==> config.mk <==
export PLATFORM = sky130hd
export DESIGN_NAME = baud_clock_gen
export DESIGN_NICKNAME = d
export VERILOG_FILES = /design/src/rtl/baud_pkg.sv /design/src/rtl/clk_front.sv /design/src/rtl/toggle_div.sv /design/src/rtl/frac_div.sv /design/src/rtl/rate_chain.sv /design/src/rtl/baud_clock_gen.sv
export SDC_FILE = /design/constraint.sdc
export NUM_CORES = 1
export LEC_CHECK = 0
export ABC_AREA = 1
export BUFFER_PORTS_ARGS = -buffer_cell sky130_fd_sc_hd__buf_2
export CAP_MARGIN = 10
export CELL_PAD_IN_SITES_DETAIL_PLACEMENT = 1
export CELL_PAD_IN_SITES_GLOBAL_PLACEMENT = 1
export CORE_ASPECT_RATIO = 1.75
export CORE_MARGIN = 2
export CORE_UTILIZATION = 44
export DETAILED_ROUTE_END_ITERATION = 10
export GPL_ROUTABILITY_DRIVEN = 0
export PLACE_DENSITY = 0.86
export SLEW_MARGIN = 20
export SYNTH_ARGS = -nofsm -noshare
export SYNTH_HDL_FRONTEND = slang
export SYNTH_SLANG_ARGS = --single-unit
export TNS_END_PERCENT = 1
==> constraint.sdc <==
create_clock -name clk -period 2.3 [get_ports clk]
set_clock_uncertainty 0.1 [all_clocks]
set_input_delay 0.23 -clock clk [delete_from_list [all_inputs] [get_ports clk]]
set_output_delay 0.23 -clock clk [all_outputs]
set_load 0.05 [all_outputs]
==> src/rtl/baud_pkg.sv <==
package baud_pkg;
    localparam int SCAN_W  = 3;
    localparam int CHAIN_W = 8;
    localparam int SEL_W   = 4;

    typedef enum logic [SEL_W-1:0] {
        RS_PASS_A = 4'd0,  RS_PASS_B = 4'd1,  RS_B50   = 4'd2,  RS_B75   = 4'd3,
        RS_B134   = 4'd4,  RS_B200   = 4'd5,  RS_B600  = 4'd6,  RS_B2400 = 4'd7,
        RS_B9600  = 4'd8,  RS_B4800  = 4'd9,  RS_B1800 = 4'd10, RS_B1200 = 4'd11,
        RS_B2400X = 4'd12, RS_B300   = 4'd13, RS_B150  = 4'd14, RS_B110  = 4'd15
    } rate_sel_e;
endpackage

==> src/rtl/clk_front.sv <==
module clk_front (
    input  logic clk,
    input  logic rst_n,
    input  logic ext_sel,
    input  logic osc_clk,
    input  logic ext_clk,
    output logic co,
    output logic tick,
    output logic mres
);
    typedef struct packed {
        logic src;
        logic sel;
        logic armed;
    } front_t;

    front_t s_d, s_q;
    logic   sel_rise, entry_pulse, hold_clr;

    always_comb begin
        co          = ext_sel ? ext_clk : osc_clk;
        tick        = co & ~s_q.src;
        sel_rise    = ext_sel & ~s_q.sel;
        entry_pulse = ext_sel & ext_clk & (s_q.armed | sel_rise);
        hold_clr    = ~ext_sel & ext_clk;
        mres        = hold_clr | entry_pulse;
        s_d.src     = co;
        s_d.sel     = ext_sel;
        s_d.armed   = ext_sel & (s_q.armed | sel_rise) & ~ext_clk;
    end

    always_ff @(posedge clk or negedge rst_n) begin
        if (!rst_n) s_q <= '0;
        else        s_q <= s_d;
    end

    // entering external mode yields a single clear, not a train
    assert_single_clear_R8: assert property (@(posedge clk) disable iff (!rst_n)
        (ext_sel && mres) |=> !(ext_sel && mres))
        else $error("repeated clear in external mode");

    // detected CO edges never occur on two consecutive cycles
    assert_tick_edge_R1: assert property (@(posedge clk) disable iff (!rst_n)
        tick |=> !tick)
        else $error("back-to-back CO edges");
endmodule

==> src/rtl/toggle_div.sv <==
module toggle_div #(
    parameter int HALF = 2
) (
    input  logic clk,
    input  logic rst_n,
    input  logic clr,
    input  logic step,
    output logic out,
    output logic rise
);
    localparam int CW = (HALF > 1) ? $clog2(HALF) : 1;

    typedef struct packed {
        logic [CW-1:0] cnt;
        logic          out;
    } tdiv_t;

    tdiv_t s_d, s_q;
    logic  at_end;

    always_comb begin
        at_end = (s_q.cnt == CW'(HALF - 1));
        s_d    = s_q;
        if (clr) begin
            s_d = '0;
        end else if (step) begin
            if (at_end) begin
                s_d.cnt = '0;
                s_d.out = ~s_q.out;
            end else begin
                s_d.cnt = s_q.cnt + 1'b1;
            end
        end
        out  = s_q.out;
        rise = step & ~clr & at_end & ~s_q.out;
    end

    always_ff @(posedge clk or negedge rst_n) begin
        if (!rst_n) s_q <= '0;
        else        s_q <= s_d;
    end

    // the output moves only on a counted input edge
    assert_div_hold_R4: assert property (@(posedge clk) disable iff (!rst_n)
        (!step && !clr) |=> $stable(s_q.out))
        else $error("divider output moved without an input edge");

    // the HALF-th counted edge flips the output
    assert_div_flip_R4: assert property (@(posedge clk) disable iff (!rst_n)
        (step && !clr && s_q.cnt == CW'(HALF - 1)) |=> (s_q.out != $past(s_q.out)))
        else $error("divider missed its toggle");
endmodule

==> src/rtl/frac_div.sv <==
module frac_div #(
    parameter int ACC_W = 4,
    parameter int NUM   = 3
) (
    input  logic clk,
    input  logic rst_n,
    input  logic clr,
    input  logic step,
    output logic out
);
    localparam int WRAP_AT = (1 << ACC_W) - NUM;

    typedef struct packed {
        logic [ACC_W-1:0] acc;
        logic             out;
    } frac_t;

    frac_t          s_d, s_q;
    logic [ACC_W:0] sum;

    always_comb begin
        sum = {1'b0, s_q.acc} + (ACC_W + 1)'(NUM);
        s_d = s_q;
        if (clr) begin
            s_d = '0;
        end else if (step) begin
            s_d.acc = sum[ACC_W-1:0];
            if (sum[ACC_W]) s_d.out = ~s_q.out;
        end
        out = s_q.out;
    end

    always_ff @(posedge clk or negedge rst_n) begin
        if (!rst_n) s_q <= '0;
        else        s_q <= s_d;
    end

    // accumulator and phase rest between steps
    assert_frac_hold_R5: assert property (@(posedge clk) disable iff (!rst_n)
        (!step && !clr) |=> $stable(s_q))
        else $error("fractional divider moved without a step");

    // a step from the top band of the accumulator wraps and toggles
    assert_frac_wrap_R5: assert property (@(posedge clk) disable iff (!rst_n)
        (step && !clr && s_q.acc >= ACC_W'(WRAP_AT)) |=> (s_q.out != $past(s_q.out)))
        else $error("fractional divider missed a wrap");
endmodule

==> src/rtl/rate_chain.sv <==
module rate_chain
    import baud_pkg::*;
#(
    parameter int SW     = SCAN_W,
    parameter int CW     = CHAIN_W,
    parameter int H134   = 9,
    parameter int H200   = 3,
    parameter int H50    = 2,
    parameter int H110   = 11,
    parameter int FACC_W = 4,
    parameter int FNUM   = 3
) (
    input  logic          clk,
    input  logic          rst_n,
    input  logic          tick,
    input  logic          mres,
    output logic [SW-1:0] scan,
    output logic [CW-1:0] bin_taps,
    output logic          r1800,
    output logic          r134,
    output logic          r200,
    output logic          r50,
    output logic          r110
);
    localparam int NW  = SW + CW;
    localparam int K24 = SW + 2;
    localparam int K12 = SW + 3;

    typedef struct packed {
        logic [NW-1:0] cnt;
    } chain_t;

    chain_t s_d, s_q;
    logic   rise24, rise12, fstep, rise200;
    logic   unused_rise134, unused_rise110, unused_rise50;

    always_comb begin
        s_d = s_q;
        if (mres)      s_d.cnt = '0;
        else if (tick) s_d.cnt = s_q.cnt + 1'b1;
        rise24   = tick & ~mres & ~s_q.cnt[K24] & (&s_q.cnt[K24-1:0]);
        rise12   = tick & ~mres & ~s_q.cnt[K12] & (&s_q.cnt[K12-1:0]);
        fstep    = tick & ~mres & (&s_q.cnt[SW-1:0]);
        scan     = s_q.cnt[SW-1:0];
        bin_taps = s_q.cnt[NW-1:SW];
    end

    always_ff @(posedge clk or negedge rst_n) begin
        if (!rst_n) s_q <= '0;
        else        s_q <= s_d;
    end

    toggle_div #(.HALF(H134)) u_div134 (.clk(clk), .rst_n(rst_n), .clr(mres),
        .step(rise24), .out(r134), .rise(unused_rise134));
    toggle_div #(.HALF(H110)) u_div110 (.clk(clk), .rst_n(rst_n), .clr(mres),
        .step(rise24), .out(r110), .rise(unused_rise110));
    toggle_div #(.HALF(H200)) u_div200 (.clk(clk), .rst_n(rst_n), .clr(mres),
        .step(rise12), .out(r200), .rise(rise200));
    toggle_div #(.HALF(H50))  u_div50  (.clk(clk), .rst_n(rst_n), .clr(mres),
        .step(rise200), .out(r50), .rise(unused_rise50));
    frac_div #(.ACC_W(FACC_W), .NUM(FNUM)) u_frac (.clk(clk), .rst_n(rst_n),
        .clr(mres), .step(fstep), .out(r1800));

    // each CO edge advances the counter by exactly one
    assert_scan_step_R2: assert property (@(posedge clk) disable iff (!rst_n)
        (tick && !mres) |=> (s_q.cnt == NW'($past(s_q.cnt) + 1'b1)))
        else $error("counter skipped");

    // without a CO edge the counter holds
    assert_scan_hold_R1: assert property (@(posedge clk) disable iff (!rst_n)
        (!tick && !mres) |=> $stable(s_q.cnt))
        else $error("counter moved without CO edge");

    // a clear leaves the counter at zero
    assert_clear_R9: assert property (@(posedge clk) disable iff (!rst_n)
        mres |=> (s_q.cnt == '0))
        else $error("clear did not zero the counter");
endmodule

==> src/rtl/baud_clock_gen.sv <==
module baud_clock_gen
    import baud_pkg::*;
#(
    parameter int SW = SCAN_W,
    parameter int CW = CHAIN_W
) (
    input  logic             clk,
    input  logic             rst_n,
    input  logic             ext_sel,
    input  logic             osc_clk,
    input  logic             ext_clk,
    input  logic [SEL_W-1:0] rate_sel,
    input  logic             im,
    output logic             co,
    output logic [SW-1:0]    scan_q,
    output logic             z
);
    typedef struct packed {
        logic z;
    } out_t;

    out_t          s_d, s_q;
    logic          tick, mres, pick;
    logic [CW-1:0] taps;
    logic          r1800, r134, r200, r50, r110;

    clk_front u_front (.clk(clk), .rst_n(rst_n), .ext_sel(ext_sel),
        .osc_clk(osc_clk), .ext_clk(ext_clk), .co(co), .tick(tick), .mres(mres));

    rate_chain #(.SW(SW), .CW(CW)) u_chain (.clk(clk), .rst_n(rst_n),
        .tick(tick), .mres(mres), .scan(scan_q), .bin_taps(taps),
        .r1800(r1800), .r134(r134), .r200(r200), .r50(r50), .r110(r110));

    always_comb begin
        case (rate_sel_e'(rate_sel))
            RS_PASS_A, RS_PASS_B: pick = im;
            RS_B50:               pick = r50;
            RS_B75:               pick = taps[7];
            RS_B134:              pick = r134;
            RS_B200:              pick = r200;
            RS_B600:              pick = taps[4];
            RS_B2400, RS_B2400X:  pick = taps[2];
            RS_B9600:             pick = taps[0];
            RS_B4800:             pick = taps[1];
            RS_B1800:             pick = r1800;
            RS_B1200:             pick = taps[3];
            RS_B300:              pick = taps[5];
            RS_B150:              pick = taps[6];
            RS_B110:              pick = r110;
            default:              pick = 1'b0;
        endcase
        s_d = s_q;
        if (mres)      s_d.z = 1'b0;
        else if (tick) s_d.z = pick;
        z = s_q.z;
    end

    always_ff @(posedge clk or negedge rst_n) begin
        if (!rst_n) s_q <= '0;
        else        s_q <= s_d;
    end

    // the output register loads only on CO edges
    assert_z_registered_R7: assert property (@(posedge clk) disable iff (!rst_n)
        (!tick && !mres) |=> $stable(z))
        else $error("z changed between CO edges");

    // any clear drops the output
    assert_z_cleared_R8: assert property (@(posedge clk) disable iff (!rst_n)
        mres |=> !z)
        else $error("z survived a clear");
endmodule

==> flow_summary_export.csv, run 1 <==
group,metric,value,unit
synthesis,yosys.cell_count.top_type,"nand2_1",
drt,routed_wl_per_cell,15.50,um
sta,setup_viol_count_final,0,
power_and_ir_drop,vdd_drop_max,0.4857,mV
critical_path,timing.critical_path.required,2.39,ns
synthesis,synth.cell_area,2059,um2
placement,place.detailed.hpwl,4154,um
synthesis,postSynth.asyncResetShare,1.000,
critical_path,timing.critical_path.arrival,2.06,ns
global_route,globalRoute.totalOverflow,0,
global_route,number_of_antenna_violations_at_the_first_check_in_global_routing,0,
sta,maxSlewViolCount,0,
clock_network,cts_tree,"yes",
synthesis,synthCells,264,
floorplanning,floorplan.initialDensity,0.4494,
clock_network,cts_root_buf,"clkbuf_8",
clock_network,clock_path_buffers,2,
synthesis,synthDominantCellAreaShare,0.4253,
critical_path,setup.worst_path.class,"reg2reg",
clock_network,clock_slew_at_reported_path_ffs,0.08,ns
power_and_ir_drop,seq_power_share,0.512,
drt,drt_pre_antenna_iters,4,
drt,final_antenna_net_count,0,
cells_and_area,post-route-util,0.5012,
cells_and_area,num-nets-final,305,
floorplanning,floorplan.core_area,4583,um2
synthesis,count_of_distinct_cell_types_in_the_synthesized_netlist,29,
critical_path,crit_path_max_incr_delay,0.42,ns
power_and_ir_drop,netSwitchingPower,366.0,uW
sta,worstMarginPinSlew,0.8090,ns
sta,fin_hold_ws,0.006309,ns
clock_network,cts.repair.resized,0,
sta,hold_viol_final,0,
floorplanning,design.die.area,5265,um2
synthesis,synth-main-ff-cell,"dfrtp_1",
outcome,run_status,"finished, final reports clean",
global_route,first_pass_grt_wire_length,8983,um
power_and_ir_drop,power,1.250,mW
drt,postRouteWirelength,5269,um
synthesis,synth_edf_count,0,
placement,post-place-ws,0.3232,ns
power_and_ir_drop,total_leakage_power,1.140,nW
synthesis,syn_avg_cell_area,7.801,um2
critical_path,worstSetupEndpointType,"flop",
sta,setup_tns,0,ns
sta,max_freq,506.8,MHz
critical_path,critical_path.n_buffers_inverters,1,
floorplanning,dieHeight,94.51,um
critical_path,cpMostUsedCell,"nor2_1",
run,cap_viol_max_count,0,
synthesis,synth_seq_area_share,0.4253,
clock_network,numCtsBuffers,5,
floorplanning,die_x,55.72,um
drt,detail_route.iter0.violations,28,
synthesis,ys_top_cells_by_count,"nand2_1, inv_1, dfrtp_1, nor2_1, nand3_1",
cells_and_area,num-fill-cells,595,
clock_network,cts.sink_count,35,
power_and_ir_drop,power.share.clock,0.362,
floorplanning,rows,33,
floorplanning,pin_count,15,
placement,place.port_buffers,14,
power_and_ir_drop,power.density_cell_area,544.0,nW/um2
power_and_ir_drop,combPwrFrac,0.125,
sta,fin_ws,0.3269,ns
critical_path,cp_top_family,"simple AND/OR/NAND/NOR gates",
synthesis,netlist.top_cell.by_area,"dfrtp_1",
synthesis,mappedNetlistNets,282,
sta,max_slew_margin,0.4607,
global_route,grt_usage,0.2214,
drt,detailroute.via_count,1840,
power_and_ir_drop,p_sw_frac,0.2929,
critical_path,crit_chain,"ha_1 -> nand2_1 -> nor2_1 -> ha_1 -> inv_1 -> nor2_1 -> nand2_2 -> nand2_4 -> nand3_1 -> nand3_1 -> nor2_1",
drt,remaining_drc_errors,0,
sta,post-route-min-period,1.973,ns
critical_path,setup.worst_path.start_class,"flop",
global_route,grt_start_max_net_pins,36,
critical_path,cell_with_the_largest_stage_delay_on_the_worst_path,"dfrtp_1",
sta,finalCritPeriodShare,0.8579,
synthesis,synth_warnings,0,
drt,detail_route.vias_per_cell,5.412,
clock_network,clock_latency,0.29,ns
synthesis,post_synth_main_area_contributors,"dfrtp_1, nand2_1, inv_1",
cells_and_area,layout_cells_sized_above_1,0.1458,
cells_and_area,antenna_cells,0,
power_and_ir_drop,power_report.internal_total,883.6,uW
min_path,timing.hold.worst.class,"in2reg",
critical_path,largest_driver_fanout_on_the_critical_path,8,
sta,rsz0062_at_grt,"no",
clock_network,cts_max_level,2,
synthesis,postSynthRegisterBits,35,
cells_and_area,syn2layout_area_growth,11.54,%
global_route,via_count_of_the_first_global_routing_pass,1997,
flip-flops by register name, indices dropped and copies added (netlist names), 2 cells and up:
name and count:
u_chain.u_div110.s_q 4, u_chain.u_div200.s_q 2, u_chain.u_frac.s_q 4, u_chain.u_div134.s_q 4, u_front.s_q 3, u_chain.s_q 11
path summary, 6_finish.rpt:
kind | from | end | slack (ns) | cells past startpoint
max | u_chain.s_q[1]$_DFFE_PN0P_ | u_chain.u_div110.s_q[3]$_DFFE_PN0P_ | 0.33 | 11
min | ext_sel | u_front.s_q[1]$_DFF_PN0_ | 0.006 | 1
max reg2reg | u_chain.s_q[1]$_DFFE_PN0P_ | u_chain.u_div110.s_q[3]$_DFFE_PN0P_ | 0.33 | 11
min reg2reg | u_front.s_q[1]$_DFF_PN0_ | u_front.s_q[0]$_DFF_PN0_ | 0.35 | 1
max in group asynchronous | rst_n | u_chain.s_q[5]$_DFFE_PN0P_ | 1.12 | 2
min in group asynchronous | rst_n | u_chain.u_div110.out$_DFFE_PN0P_ | 0.46 | 2
power groups by stage:
stage,Sequential (mW),Combinational (mW),Clock (mW)
6_report,0.640,0.157,0.453
5_1_grt,0.642,0.176,0.483
4_1_cts,0.640,0.160,0.463
3_5_place_dp,0.652,0.158,0
3_3_place_gp,0.651,0.154,0
2_1_floorplan,0.669,0.0826,0
per-stage QoR:
stage          cells  instance area, um2
2_1_floorplan    264                2059
3_3_place_gp     331                2202
3_5_place_dp     331                2202
4_1_cts          340                2297
5_1_grt          340                2297
6_report         340                2297
layer usage:
layer / routed length [um] / vias to the layer above / GRT usage
li1: - / 905 / -
met1: 1900 / 909 / 0.2148
met2: 3119 / 17 / 0.4454
met3: 115 / 9 / 0.03836
met4: 134 / 0 / 0.09350
met5: 0 / - / 0
cell families after synthesis:
| kind of cell | share of synthesized area |
|---|---|
| compound gates | 0.1081 |
| xor+xnor | 0.01701 |
| fa+ha+maj | 0.04860 |
| buf+inv | 0.08566 |
| flops | 0.4253 |
| simple gates | 0.3153 |
timing repair:
| item | in CTS | in global routing |
|---|---|---|
| setup buffers | 0 | 0 |
| hold buffers | 1 | 0 |
| setup endpoints to repair | 0 | 0 |
| endpoints found under the hold margin | 35 | 0 |
placed cells by master (no fill, tap or decap), types with 2 or more instances in the layout:
cell type	instances
o22ai_1	4
clkbuf_8	5
nor3_1	9
o21ai_1	2
nand2_2	9
ha_1	8
o31ai_1	4
nand3_1	21
buf_4	3
o21bai_1	2
a21oi_1	9
o21ai_0	15
buf_2	14
nor2_1	23
nor2_4	2
dfrtp_1	35
inv_1	42
nand2_1	55
nand4_1	7
xor2_1	4
final cells by class:
cell class                      count  area (um2)  area share
Sequential cell                    35       875.8      0.3813
Tap cell                           52       65.06     0.02832
Timing Repair Buffer               18       102.6     0.04466
Multi-Input combinational cell    184        1007      0.4385
Clock buffer                        6       72.57     0.03159
Inverter                           43       161.4     0.07026
Clock inverter                      2       12.51    0.005447
Power figures use the tool's default switching activity.
==> run 2: changes to the inputs <==
- PLACE_DENSITY: 0.86 -> 0.87
- SYNTH_HIERARCHICAL: not set -> 1
==> flow_summary_export.csv, run 2 <==
group,metric,value,unit
outcome,run_status,"finished, final reports clean",
power_and_ir_drop,power,1.286,mW
critical_path,timing.critical_path.required,2.38,ns
sta,rsz0062_at_grt,"no",
cells_and_area,syn2layout_area_growth,11.09,%
floorplanning,design.die.area,5497,um2
drt,routed_wl_per_cell,13.77,um
critical_path,cp_top_family,"simple AND/OR/NAND/NOR gates",
clock_network,post_cts.repair.setup_buffers,0,
sta,max_slew_margin,0.4540,
cells_and_area,fin_cells,370,
synthesis,syn_avg_cell_area,7.358,um2
clock_network,clock_latency,0.29,ns
cells_and_area,largest_reg_flops,11,
sta,setup_tns,0,ns
synthesis,synth.cell_area,2156,um2
cells_and_area,layout_cells_sized_above_1,0.1824,
critical_path,cpMostUsedCell,"nand2_1",
synthesis,synth_warnings,6,
floorplanning,floorplan.core_area,4707,um2
run,cap_viol_max_count,0,
floorplanning,floorplan.initialDensity,0.4580,
clock_network,cts_tree,"yes",
drt,detail_route.vias_per_cell,5.257,
drt,drt_pre_antenna_iters,4,
synthesis,mappedNetlistNets,311,
sta,finalCritPeriodShare,0.8485,
sta,hold_viol_final,0,
floorplanning,dieHeight,96.60,um
drt,remaining_drc_errors,0,
critical_path,largest_driver_fanout_on_the_critical_path,5,
clock_network,clock_slew_at_reported_path_ffs,0.07,ns
cells_and_area,regArea,875.8,um2
placement,post-place-ws,0.3560,ns
sta,setup_viol_count_final,0,
critical_path,worstSetupEndpointType,"flop",
placement,place.detailed.hpwl,3888,um
critical_path,crit_path_max_incr_delay,0.42,ns
placement,placed_instance_area,2303,um2
critical_path,critical_path.n_buffers_inverters,3,
sta,maxSlewViolCount,0,
clock_network,clock_path_buffers,2,
clock_network,cts_root_buf,"clkbuf_8",
cells_and_area,layout.cells.most_common,"nand2_1",
floorplanning,rows,33,
drt,detailroute.via_count,1945,
cells_and_area,final_design_area_no_fill,2395,um2
global_route,grt_start_max_net_pins,36,
critical_path,setup.worst_path.class,"reg2reg",
global_route,first_pass_grt_wire_length,8921,um
cells_and_area,num-fill-cells,644,
sta,post-route-min-period,1.952,ns
cells_and_area,multiInputGateArea,1051,um2
cells_and_area,mostFrequentLayoutCells,"nand2_1, inv_1, nand3_1, dfrtp_1, nor2_1",
global_route,globalRoute.totalOverflow,0,
global_route,via_count_of_the_first_global_routing_pass,2133,
drt,final_antenna_net_count,0,
clock_network,cts_max_level,2,
critical_path,setup.worst_path.start_class,"flop",
critical_path,crit_chain,"ha_1 -> nand3_2 -> inv_1 -> ha_1 -> nor3b_2 -> buf_4 -> nor2_4 -> inv_2 -> nand2_1 -> nand2_1 -> nand2_1 -> nor2_2",
floorplanning,pin_count,15,
critical_path,timing.critical_path.arrival,2.03,ns
synthesis,synthCells,293,
clock_network,cts.sink_count,35,
drt,postRouteWirelength,5096,um
cells_and_area,num-nets-final,335,
cells_and_area,registers.top_by_ff_count,"u_chain/s_q",
cells_and_area,antenna_cells,0,
clock_network,numCtsBuffers,5,
power_and_ir_drop,vdd_drop_max,0.4487,mV
critical_path,cell_with_the_largest_stage_delay_on_the_worst_path,"dfrtp_1",
placement,place.port_buffers,14,
global_route,grt_usage,0.2111,
sta,worstMarginPinSlew,0.8190,ns
power_and_ir_drop,power.density_cell_area,536.8,nW/um2
floorplanning,die_x,56.91,um
global_route,number_of_antenna_violations_at_the_first_check_in_global_routing,0,
power_and_ir_drop,total_leakage_power,1.306,nW
sta,max_freq,512.4,MHz
sta,fin_ws,0.3485,ns
drt,detail_route.iter0.violations,35,
placement,place_inst,361,
min_path,timing.hold.worst.class,"in2reg",
==> run 2: repair_timing <==
action | in CTS | in global routing
hold buffers | 1 | 0
gates resized for setup | 0 | 0
hold endpoints to repair | 35 | 0
==> run 2: power by group <==
group          total, mW  internal [mW]  leakage [nW]  switching [mW]
registers          0.663          0.641         0.478          0.0221
logic              0.189         0.0579         0.786           0.131
clock network      0.434          0.213        0.0422           0.221
total               1.29          0.911          1.31           0.375
==> run 2: cell type report <==
cell class                      count  area share
Clock buffer                        7     0.03187
Clock inverter                      1    0.002090
Inverter                           50     0.08516
Multi-Input combinational cell    205      0.4389
Sequential cell                    35      0.3657
Tap cell                           52     0.02717
Timing Repair Buffer               20     0.04911
==> run 2: stage by stage <==
step           hold slack (ns)  utilization
6_report               0.01974       0.5088
3_3_place_gp            0.2684       0.4894
4_1_cts                0.01195       0.5088
2_1_floorplan          -0.1656            -
3_5_place_dp            0.2789       0.4894
5_1_grt                0.02405       0.5088
==> run 2: worst paths after layout <==
kind                                       startpoint                                  end  slack (ns)  depth (start not counted)
setup / recovery           u_chain/s_q[0]$_DFFE_PN0P_  u_chain/u_div110/s_q[3]$_DFFE_PN0P_        0.35                         12
hold / removal                                ext_sel             u_front/s_q[1]$_DFF_PN0_        0.02                          1
setup reg to reg           u_chain/s_q[0]$_DFFE_PN0P_  u_chain/u_div110/s_q[3]$_DFFE_PN0P_        0.35                         12
hold reg to reg                         z$_DFFE_PN0P_                        z$_DFFE_PN0P_        0.42                          2
max in group asynchronous                       rst_n  u_chain/u_div134/s_q[2]$_DFFE_PN0P_        1.10                          2
min in group asynchronous                       rst_n           u_chain/s_q[8]$_DFFE_PN0P_        0.47                          2
==> run 2: per-layer routing <==
layer | routed length [um] | global-route usage
met1 | 1919 | 0.1990
met2 | 2898 | 0.4234
met3 | 129 | 0.03196
met4 | 148 | 0.1105
met5 | 0 | 0
